## src/rtl/gpio_port_pkg.sv

```systemverilog
package gpio_port_pkg;
  localparam int APB_AW = 12;
  localparam int APB_DW = 32;
  localparam int WORD_W = APB_AW - 2;

  typedef logic [WORD_W-1:0] word_t;

  // word indexes (byte offset / 4); the map is fixed by software
  localparam word_t W_DOUT   = word_t'(10'h000);
  localparam word_t W_DIR    = word_t'(10'h001);
  localparam word_t W_SRC    = word_t'(10'h002);
  localparam word_t W_IEN    = word_t'(10'h00C);
  localparam word_t W_ITYPE  = word_t'(10'h00E);
  localparam word_t W_IPOL   = word_t'(10'h00F);
  localparam word_t W_MST    = word_t'(10'h010);
  localparam word_t W_RAW    = word_t'(10'h011);
  localparam word_t W_DBNC   = word_t'(10'h012);
  localparam word_t W_CLR    = word_t'(10'h013);
  localparam word_t W_EXT    = word_t'(10'h014);
  localparam word_t W_LSYNC  = word_t'(10'h018);
  localparam word_t W_ID     = word_t'(10'h019);
  localparam word_t W_BOTH   = word_t'(10'h01A);
  localparam word_t W_VER    = word_t'(10'h01B);

  localparam logic [APB_DW-1:0] ID_WORD  = 32'h0000_0001;
  localparam logic [APB_DW-1:0] VER_WORD = 32'h3231_302A;
endpackage

```

## src/rtl/gpio_pad_sync.sv

```systemverilog
module gpio_pad_sync #(
  parameter int N      = 32,
  parameter int STAGES = 2
) (
  input  logic         clk,
  input  logic         rst,
  input  logic [N-1:0] d,
  output logic [N-1:0] q
);
  logic [STAGES-1:0][N-1:0] stg;

  always_ff @(posedge clk) begin
    if (rst) begin
      stg <= '0;
    end else begin
      stg[0] <= d;
      for (int s = 1; s < STAGES; s++) begin
        stg[s] <= stg[s-1];
      end
    end
  end

  assign q = stg[STAGES-1];
endmodule

```

## src/rtl/gpio_port_cfg.sv

```systemverilog
module gpio_port_cfg
  import gpio_port_pkg::*;
#(
  parameter int N = 32
) (
  input  logic         clk,
  input  logic         rst,
  input  logic         wr_en,
  input  word_t        wr_word,
  input  logic [N-1:0] wr_bits,
  output logic [N-1:0] dout,
  output logic [N-1:0] dir,
  output logic [N-1:0] ien,
  output logic [N-1:0] itype,
  output logic [N-1:0] ipol,
  output logic [N-1:0] idbnc,
  output logic [N-1:0] iboth,
  output logic         lsync,
  output logic [N-1:0] clr
);
  always_ff @(posedge clk) begin
    if (rst) begin
      dout  <= '0;
      dir   <= '0;
      ien   <= '0;
      itype <= '0;
      ipol  <= '0;
      idbnc <= '0;
      iboth <= '0;
      lsync <= 1'b0;
      clr   <= '0;
    end else begin
      clr <= '0;
      if (wr_en) begin
        case (wr_word)
          W_DOUT:  dout  <= wr_bits;
          W_DIR:   dir   <= wr_bits;
          W_IEN:   ien   <= wr_bits;
          W_ITYPE: itype <= wr_bits;
          W_IPOL:  ipol  <= wr_bits;
          W_DBNC:  idbnc <= wr_bits;
          W_BOTH:  iboth <= wr_bits;
          W_LSYNC: lsync <= wr_bits[0];
          W_CLR:   clr   <= wr_bits;
          default: ;
        endcase
      end
    end
  end
endmodule

```

## src/rtl/gpio_port_rdmux.sv

```systemverilog
module gpio_port_rdmux
  import gpio_port_pkg::*;
#(
  parameter int N = 32
) (
  input  logic              clk,
  input  logic              rst,
  input  logic              rd_en,
  input  word_t             rd_word,
  input  logic [N-1:0]      dout,
  input  logic [N-1:0]      dir,
  input  logic [N-1:0]      ien,
  input  logic [N-1:0]      itype,
  input  logic [N-1:0]      ipol,
  input  logic [N-1:0]      idbnc,
  input  logic [N-1:0]      iboth,
  input  logic              lsync,
  input  logic [N-1:0]      raw_st,
  input  logic [N-1:0]      masked_st,
  input  logic [N-1:0]      pad_sync,
  output logic [APB_DW-1:0] rdata
);
  function automatic logic [APB_DW-1:0] widen(input logic [N-1:0] v);
    logic [APB_DW-1:0] r;
    r = '0;
    r[N-1:0] = v;
    return r;
  endfunction

  logic [N-1:0]      ext_view;
  logic [APB_DW-1:0] rd_nxt;

  // per-bit: outputs show the driven level, inputs show the pad
  assign ext_view = (dir & dout) | (~dir & pad_sync);

  always_comb begin
    case (rd_word)
      W_DOUT:  rd_nxt = widen(dout);
      W_DIR:   rd_nxt = widen(dir);
      W_IEN:   rd_nxt = widen(ien);
      W_ITYPE: rd_nxt = widen(itype);
      W_IPOL:  rd_nxt = widen(ipol);
      W_MST:   rd_nxt = widen(masked_st);
      W_RAW:   rd_nxt = widen(raw_st);
      W_DBNC:  rd_nxt = widen(idbnc);
      W_EXT:   rd_nxt = widen(ext_view);
      W_LSYNC: rd_nxt = {{(APB_DW-1){1'b0}}, lsync};
      W_ID:    rd_nxt = ID_WORD;
      W_BOTH:  rd_nxt = widen(iboth);
      W_VER:   rd_nxt = VER_WORD;
      default: rd_nxt = '0;
    endcase
  end

  always_ff @(posedge clk) begin
    if (rst) begin
      rdata <= '0;
    end else if (rd_en) begin
      rdata <= rd_nxt;
    end
  end
endmodule

```

## src/rtl/gpio_port_apb.sv

```systemverilog
module gpio_port_apb
  import gpio_port_pkg::*;
#(
  parameter int N           = 32,
  parameter int SYNC_STAGES = 2
) (
  input  logic              clk,
  input  logic              rst,
  input  logic              psel,
  input  logic              penable,
  input  logic              pwrite,
  input  logic [APB_AW-1:0] paddr,
  input  logic [APB_DW-1:0] pwdata,
  output logic [APB_DW-1:0] prdata,
  output logic              pready,
  output logic              pslverr,
  input  logic [N-1:0]      pad_in,
  output logic [N-1:0]      pad_out,
  output logic [N-1:0]      pad_oe,
  output logic [N-1:0]      irq_en,
  output logic [N-1:0]      irq_edge,
  output logic [N-1:0]      irq_pol,
  output logic [N-1:0]      irq_both,
  output logic [N-1:0]      irq_dbnc,
  output logic              irq_lvl_sync,
  output logic [N-1:0]      irq_clr,
  input  logic [N-1:0]      irq_raw_st,
  input  logic [N-1:0]      irq_masked_st
);
  word_t        word;
  logic         wr_acc;
  logic         rd_setup;
  logic [N-1:0] pad_sync;
  logic [1:0]   unused_addr_lsb;

  assign word            = paddr[APB_AW-1:2];
  assign unused_addr_lsb = paddr[1:0];
  assign wr_acc          = psel & penable & pwrite;
  // read data is captured at the end of setup so it is valid in access
  assign rd_setup        = psel & ~penable & ~pwrite;
  assign pready          = 1'b1;
  assign pslverr         = 1'b0;

  gpio_pad_sync #(.N(N), .STAGES(SYNC_STAGES)) u_sync (
    .clk (clk),
    .rst (rst),
    .d   (pad_in),
    .q   (pad_sync)
  );

  gpio_port_cfg #(.N(N)) u_cfg (
    .clk     (clk),
    .rst     (rst),
    .wr_en   (wr_acc),
    .wr_word (word),
    .wr_bits (pwdata[N-1:0]),
    .dout    (pad_out),
    .dir     (pad_oe),
    .ien     (irq_en),
    .itype   (irq_edge),
    .ipol    (irq_pol),
    .idbnc   (irq_dbnc),
    .iboth   (irq_both),
    .lsync   (irq_lvl_sync),
    .clr     (irq_clr)
  );

  gpio_port_rdmux #(.N(N)) u_rd (
    .clk       (clk),
    .rst       (rst),
    .rd_en     (rd_setup),
    .rd_word   (word),
    .dout      (pad_out),
    .dir       (pad_oe),
    .ien       (irq_en),
    .itype     (irq_edge),
    .ipol      (irq_pol),
    .idbnc     (irq_dbnc),
    .iboth     (irq_both),
    .lsync     (irq_lvl_sync),
    .raw_st    (irq_raw_st),
    .masked_st (irq_masked_st),
    .pad_sync  (pad_sync),
    .rdata     (prdata)
  );
endmodule

```

## config.mk

```make
export PLATFORM = sky130hd
export DESIGN_NAME = gpio_port_apb
export DESIGN_NICKNAME = d
export VERILOG_FILES = /design/src/rtl/gpio_port_pkg.sv /design/src/rtl/gpio_pad_sync.sv /design/src/rtl/gpio_port_cfg.sv /design/src/rtl/gpio_port_rdmux.sv /design/src/rtl/gpio_port_apb.sv
export SDC_FILE = /design/constraint.sdc
export NUM_CORES = 1
export LEC_CHECK = 0
export BUFFER_PORTS_ARGS = -buffer_cell sky130_fd_sc_hd__buf_2
export CAP_MARGIN = 10
export CORE_AREA = 2 2 171 173
export DETAILED_ROUTE_END_ITERATION = 6
export DIE_AREA = 0 0 173 175
export PLACE_DENSITY_LB_ADDON = 0.08
export SKIP_CTS_REPAIR_TIMING = 1
export SLEW_MARGIN = 20
export SYNTH_ARGS = -nofsm -noshare
export SYNTH_HDL_FRONTEND = slang
export SYNTH_SLANG_ARGS = --single-unit
```

## constraint.sdc

```tcl
create_clock -name clk -period 3 [get_ports clk]
set_input_delay 0.3 -clock clk [delete_from_list [all_inputs] [get_ports clk]]
set_output_delay 0.3 -clock clk [all_outputs]
set_load 0.1 [all_outputs]
```

==> results.cfg, run 1 <==
[floorplanning]
io_pins = 436
die_x_um = 173
die_h_um = 175
initial_utilization_pct = 52.3
core_mm2 = 0.0284
rows = 62
die_area_mm2 = 0.0303

[synthesis]
synth_cell_type_count = 64
synth-xor-area-share_pct = 0
synth.avg_cell_area_um2 = 8.24
yosys.area_share.simple_pct = 24.1
synth_edf_count = 0
ys_warn_count = 0
synth_seq_cells = 353
synthMuxAreaShare_pct = 5.70
synth_top_family_by_area = simple AND/OR/NAND/NOR gates
syn_area_mm2 = 0.0148
async_flop_share_pct = 0
syn_inst = 1801
yosysSeqAreaShare_pct = 47.6
synth_compound_area_share_pct = 17.5
ys.flop_type = dfxtp_1
synth_adder_area_share_pct = 0.0674
syn-num-nets = 1946

[global_route]
grt_use_total_pct = 39.0
grt_max_degree = 121
antenna_found_initial = 7
globalRouteOverflowTotal = 0
grt_pass1_vias = 14800
grt_pass1_wl_mm = 90.4

[routing]
wl_per_cell_um = 23.8
postRouteAntennaNets = 0
drt_wl_total_mm = 61.8
drtPass1Iterations = 7
drt_iter0_drc = 1818
dr_total_vias = 15600
viasPerCell = 6.02
drc = 5

[finish]
instances_no_fill = 2598
fin_nets = 2327
final_area_mm2 = 0.0188
drive_above_1_share_pct = 28.4
area_growth_pct = 26.3

[sta]
skew_ns = 0.0125
setup_tns_ns = 0
min_period_ns = 2.21
worst_pin_slew_ns = 0.921
drv_slew = 0
holdWs_ns = -0.0192
finalSetupViolCount = 0
finalCritPeriodShare_pct = 73.6
fmax_mhz = 453
rsz0062_at_grt = no
slew_headroom_pct = 38.4
finalHoldViolations = 8

[pwr]
vdd_ir_drop_max_mv = 0.591
p_switching_uw = 2280
sw_frac_of_total_pct = 23.5
seqPwrFrac_pct = 48.8
p_int_uw = 7430
p_per_area_mw_per_mm2 = 518
p_comb_share_pct = 5.6
p_leak_uw = 0.00758
clkPwrFrac_pct = 45.6

[place]
dpl.cell_count = 2522
dpl_cell_area_mm2 = 0.0175
gp_congestion = 0.933
dp_hpwl_mm = 42.3
port-buffer-count = 431

[worst_setup_path]
r2r_cells = 5
cp.arrival_ns = 2.65
r2r_setup_slack_ns = 1.43
crit_chain = buf_2 -> and2_1 -> nand2_1 -> nor3_2 -> buf_4 -> nand2_1 -> a21oi_1
required_ns = 3.44
timing.critical_path.mode_cell = nand2_1
cpPeakStageDelay_ns = 0.51
reg2reg_from = u_cfg.dir[13]
start_kind = input port
critPathSlowestCell = buf_4
crit_path_max_fanout = 28
setup.worst_path.end_class = register
path_delay_family = simple AND/OR/NAND/NOR gates
r2r-end = u_rd.rdata[13]
cp_num_buf_inv = 2
critPathKind = in -> reg

[status]
outcome = finished with violations
violations = design-rule violations, negative hold slack

[clock_network]
root_buffer = clkbuf_16
cts_max_path_buffers = 3
cts_sinks = 353
cts_tree = yes
cts.clk_slew.worst_paths_ns = 0.06
clock_latency_ns = 0.53
cts_inserted_buffers = 38
htree_num_levels = 2

[min_path]
hold_path.class = in -> reg
worstHoldStart = pad_in[18]
min_path_cells = 2
holdPathEnd = u_sync.stg[18]

[flow_run]
maxCapViolations = 0
## power by group through the flow
stage	Combinational (uW)	Sequential, uW	Clock, uW
2_1_floorplan	289	4840	0
5_1_grt	570	4740	4640
3_3_place_gp	524	4840	0
6_report	548	4740	4430
3_5_place_dp	526	4840	0
4_1_cts	530	4740	4450
## metrics by stage
step / total power (uW) / util, % / setup slack [ns]
floorplan: 5130 / - / 0.809
global placement: 5370 / 61.8 / 0.469
detailed placement: 5370 / 61.8 / 0.387
CTS: 9720 / 65.9 / 0.892
global route: 9950 / 66.1 / 0.748
finish: 9710 / 66.1 / 0.792
## flip-flops by register name, summed over array words and instances, names as in the netlist
| signal | cells |
|---|---|
| u_cfg.ipol | 32 |
| u_cfg.itype | 32 |
| u_rd.rdata | 32 |
| u_sync.q | 32 |
| u_sync.stg | 32 |
| u_cfg.idbnc | 32 |
| u_cfg.lsync | 1 |
| u_cfg.iboth | 32 |
| u_cfg.clr | 32 |
| u_cfg.dout | 32 |
| u_cfg.dir | 32 |
| u_cfg.ien | 32 |
## worst max path at each step
stage / start / endpoint / slack (ns) / cells past startpoint
6_report: paddr[4] / u_cfg.ipol[26] / 0.79 / 7
3_3_place_gp: paddr[4] / u_cfg.ipol[18] / 0.47 / 7
5_1_grt: paddr[4] / u_cfg.ipol[1] / 0.75 / 7
4_1_cts: paddr[4] / u_cfg.ipol[26] / 0.89 / 7
3_5_place_dp: paddr[4] / u_cfg.ipol[1] / 0.39 / 7
2_1_floorplan: paddr[10] / u_rd.rdata[24] / 0.81 / 9
## kinds of logic after synthesis
logic type | Yosys count
other | 2
flip-flops | 353
AO/OA/AOI/OAI | 409
buffers and inverters | 173
adder cells (fa/ha/maj) | 1
AND/OR/NAND/NOR | 780
multiplexers | 83
## routing by layer
layer,wire length (um),vias to the layer above,track usage (%)
li1,-,6926,-
met1,23500,7374,49.9
met2,28100,1113,62.6
met3,7350,216,9.12
met4,2900,0,18.2
met5,0,-,0
## cell type report
cell class | count | area (um^2)
Antenna cell | 7 | 17.5
Clock buffer | 55 | 1100
Clock inverter | 10 | 56.3
Fill cell | 2545 | 9630
Inverter | 3 | 11.3
Multi-Input combinational cell | 1275 | 7160
Sequential cell | 353 | 7070
Tap cell | 384 | 480
Timing Repair Buffer | 511 | 2870
## placed cells by master (no fill, tap or decap), types with 33 or more instances in the layout
cell / count
dfxtp_1: 353
nor2b_1: 66
mux2i_1: 71
and2_1: 33
a21oi_1: 245
buf_4: 70
nand3_1: 39
buf_2: 429
nand2_1: 474
nor2_1: 74
clkbuf_16: 39
## cells in the mapped netlist (all sizes together) (4+ instances only)
cell type | n | area [um^2]
a2111oi | 10 | 93.8
a211oi | 32 | 280
a21oi | 245 | 1230
a221oi | 5 | 43.8
a222oi | 15 | 150
a22o | 25 | 219
a22oi | 19 | 143
a2bb2oi | 7 | 61.3
and2 | 34 | 213
and3 | 11 | 68.8
and4 | 5 | 43.8
buf | 46 | 269
clkbuf | 124 | 465
dfxtp | 353 | 7070
mux2 | 12 | 135
mux2i | 71 | 711
nand2 | 478 | 1790
nand3 | 41 | 205
nand4 | 5 | 31.3
nor2 | 79 | 307
nor2b | 68 | 425
nor3 | 24 | 178
nor4 | 9 | 87.6
nor4b | 6 | 65.1
o211ai | 6 | 50.1
o21ai | 15 | 75.1
o22a | 4 | 35.0
o22ai | 8 | 56.3
o2bb2ai | 4 | 35.0
or3 | 4 | 25.0
or4 | 4 | 33.8
Note: power is estimated with default switching activity, not from simulation.
==> run 2, diff against run 1 <==
--- a/config.mk
+++ b/config.mk
@@ -7,9 +7,9 @@
 export LEC_CHECK = 0
 export BUFFER_PORTS_ARGS = -buffer_cell sky130_fd_sc_hd__buf_2
 export CAP_MARGIN = 10
-export CORE_AREA = 2 2 171 173
+export CORE_MARGIN = 2
+export CORE_UTILIZATION = 47
 export DETAILED_ROUTE_END_ITERATION = 6
-export DIE_AREA = 0 0 173 175
 export PLACE_DENSITY_LB_ADDON = 0.08
 export SKIP_CTS_REPAIR_TIMING = 1
 export SLEW_MARGIN = 20
==> constraint.sdc (replaced) <==
create_clock -name clk -period 1.8 [get_ports clk]
set_input_delay 0.18 -clock clk [delete_from_list [all_inputs] [get_ports clk]]
set_output_delay 0.18 -clock clk [all_outputs]
set_load 0.1 [all_outputs]
==> run 2 against run 1 <==
Compared with the run above: the run ends with negative hold slack left; die area grew 9.1%; clock-buffer cell count is 2 higher; global-route usage is 0.90 points lower; register-to-register slack worse by 1.2 ns; final area is 9.5% higher; worst hold slack better by 0.0074 ns; critical endpoint is now u_cfg.idbnc[18]; sequential power up 67%; total power grew 73%.
==> results.cfg, run 2 (same netlist as run 1, synthesis figures left out) <==
[worst_setup_path]
required_ns = 2.18
setup.worst_path.end_class = register
critPathKind = in -> reg
cp.arrival_ns = 2.12
start_kind = input port
crit_path_max_fanout = 12

[sta]
slew_headroom_pct = 61.8
finalHoldViolations = 9
fmax_mhz = 577
setup_tns_ns = 0
worst_pin_slew_ns = 0.572
holdWs_ns = -0.0118
drv_slew = 0
min_period_ns = 1.73
skew_ns = 0.0140
rsz0062_at_grt = no
finalSetupViolCount = 0
finalCritPeriodShare_pct = 96.3

[routing]
postRouteAntennaNets = 0
viasPerCell = 5.87
drtPass1Iterations = 7
drt_iter0_drc = 1610
wl_per_cell_um = 23.7
dr_total_vias = 16300
drc = 0
drt_wl_total_mm = 65.7

[status]
outcome = finished with violations
violations = negative hold slack

[global_route]
grt_max_degree = 107
globalRouteOverflowTotal = 0
grt_pass1_wl_mm = 94.6
grt_pass1_vias = 15100
grt_use_total_pct = 38.1
antenna_found_initial = 2

[floorplanning]
rows = 65
die_x_um = 182
die_area_mm2 = 0.0330
core_mm2 = 0.0313
io_pins = 436
initial_utilization_pct = 47.4
die_h_um = 182

[place]
dp_hpwl_mm = 46.9
dpl.cell_count = 2644
port-buffer-count = 431
gp_congestion = 0.967

[min_path]
hold_path.class = in -> reg

[finish]
area_growth_pct = 38.3
drive_above_1_share_pct = 32.1
fin_nets = 2483
final_common_cell = nand2_1
final_core_util_pct = 65.6
instances_no_fill = 2771
final_cell_mix = nand2_1 (474), buf_2 (429), dfxtp_1 (342)

[pwr]
p_per_area_mw_per_mm2 = 819
p_leak_uw = 0.00848
vdd_ir_drop_max_mv = 0.803

[clock_network]
root_buffer = clkbuf_16
clock_latency_ns = 0.53
cts.clk_slew.worst_paths_ns = 0.06
cts_tree = yes
cts_max_path_buffers = 3
htree_num_levels = 2
cts_inserted_buffers = 39
cts_sinks = 353

[flow_run]
maxCapViolations = 0
## run 2: changes by cell type in the layout (fill, tap and decap cells not counted), sizes merged
| cell | previous run | this run |
|---|---|---|
| dlygate4sd3 | 4 | 55 |
| clkinv | 8 | 7 |
| buf | 507 | 611 |
| bufinv | 0 | 1 |
| inv | 4 | 6 |
| diode | 7 | 3 |
| clkbuf | 55 | 57 |
## run 2: worst max-delay path, stage by stage
cell and delay [ns]:
buf_2 0.13, or4_4 0.53, buf_4 0.22, nor2_2 0.33, nand3_2 0.28, buf_4 0.28
nand2_1 0.08, a21oi_1 0.06
## run 2: path summary, 6_finish.rpt
path,from,to,slack [ns],cells after the start
min,pwdata[29],u_cfg.itype[29],-0.01,3
min reg2reg,u_sync.stg[8],u_sync.q[8],0.43,1
max reg2reg,u_cfg.dir[12],u_rd.rdata[12],0.26,5
max,paddr[10],u_cfg.idbnc[18],0.07,8
## run 2: layout make-up
type / count / area [um^2]
Antenna cell: 3 / 7.51
Tap cell: 402 / 503
Fill cell: 2705 / 10800
Timing Repair Buffer: 666 / 4420
Clock buffer: 57 / 1130
Inverter: 3 / 11.3
Multi-Input combinational cell: 1275 / 7280
Sequential cell: 353 / 7080
Clock inverter: 12 / 98.8
## run 2: routing by layer
metal	routed length [um]	track usage, %
met3	6730	7.18
met5	0	0
met2	30300	63.1
met1	25600	48.7
met4	3110	16.4
## run 2: per-stage QoR
stage	worst slack, ns	area (um^2)	total power [uW]	hold slack, ns
floorplan	-0.144	15100	8560	0.308
global placement	-0.434	18700	9090	0.388
detailed placement	-0.424	18700	9090	0.394
CTS	0.0490	20000	16700	-0.150
global route	0.0113	20500	17200	0.00280
finish	0.0672	20500	16800	-0.0118
## run 2: power by group
group          total [uW]  switching (uW)  internal (uW)
clock network        7780            3260           4520
logic                1150             686            464
registers            7900            20.7           7880
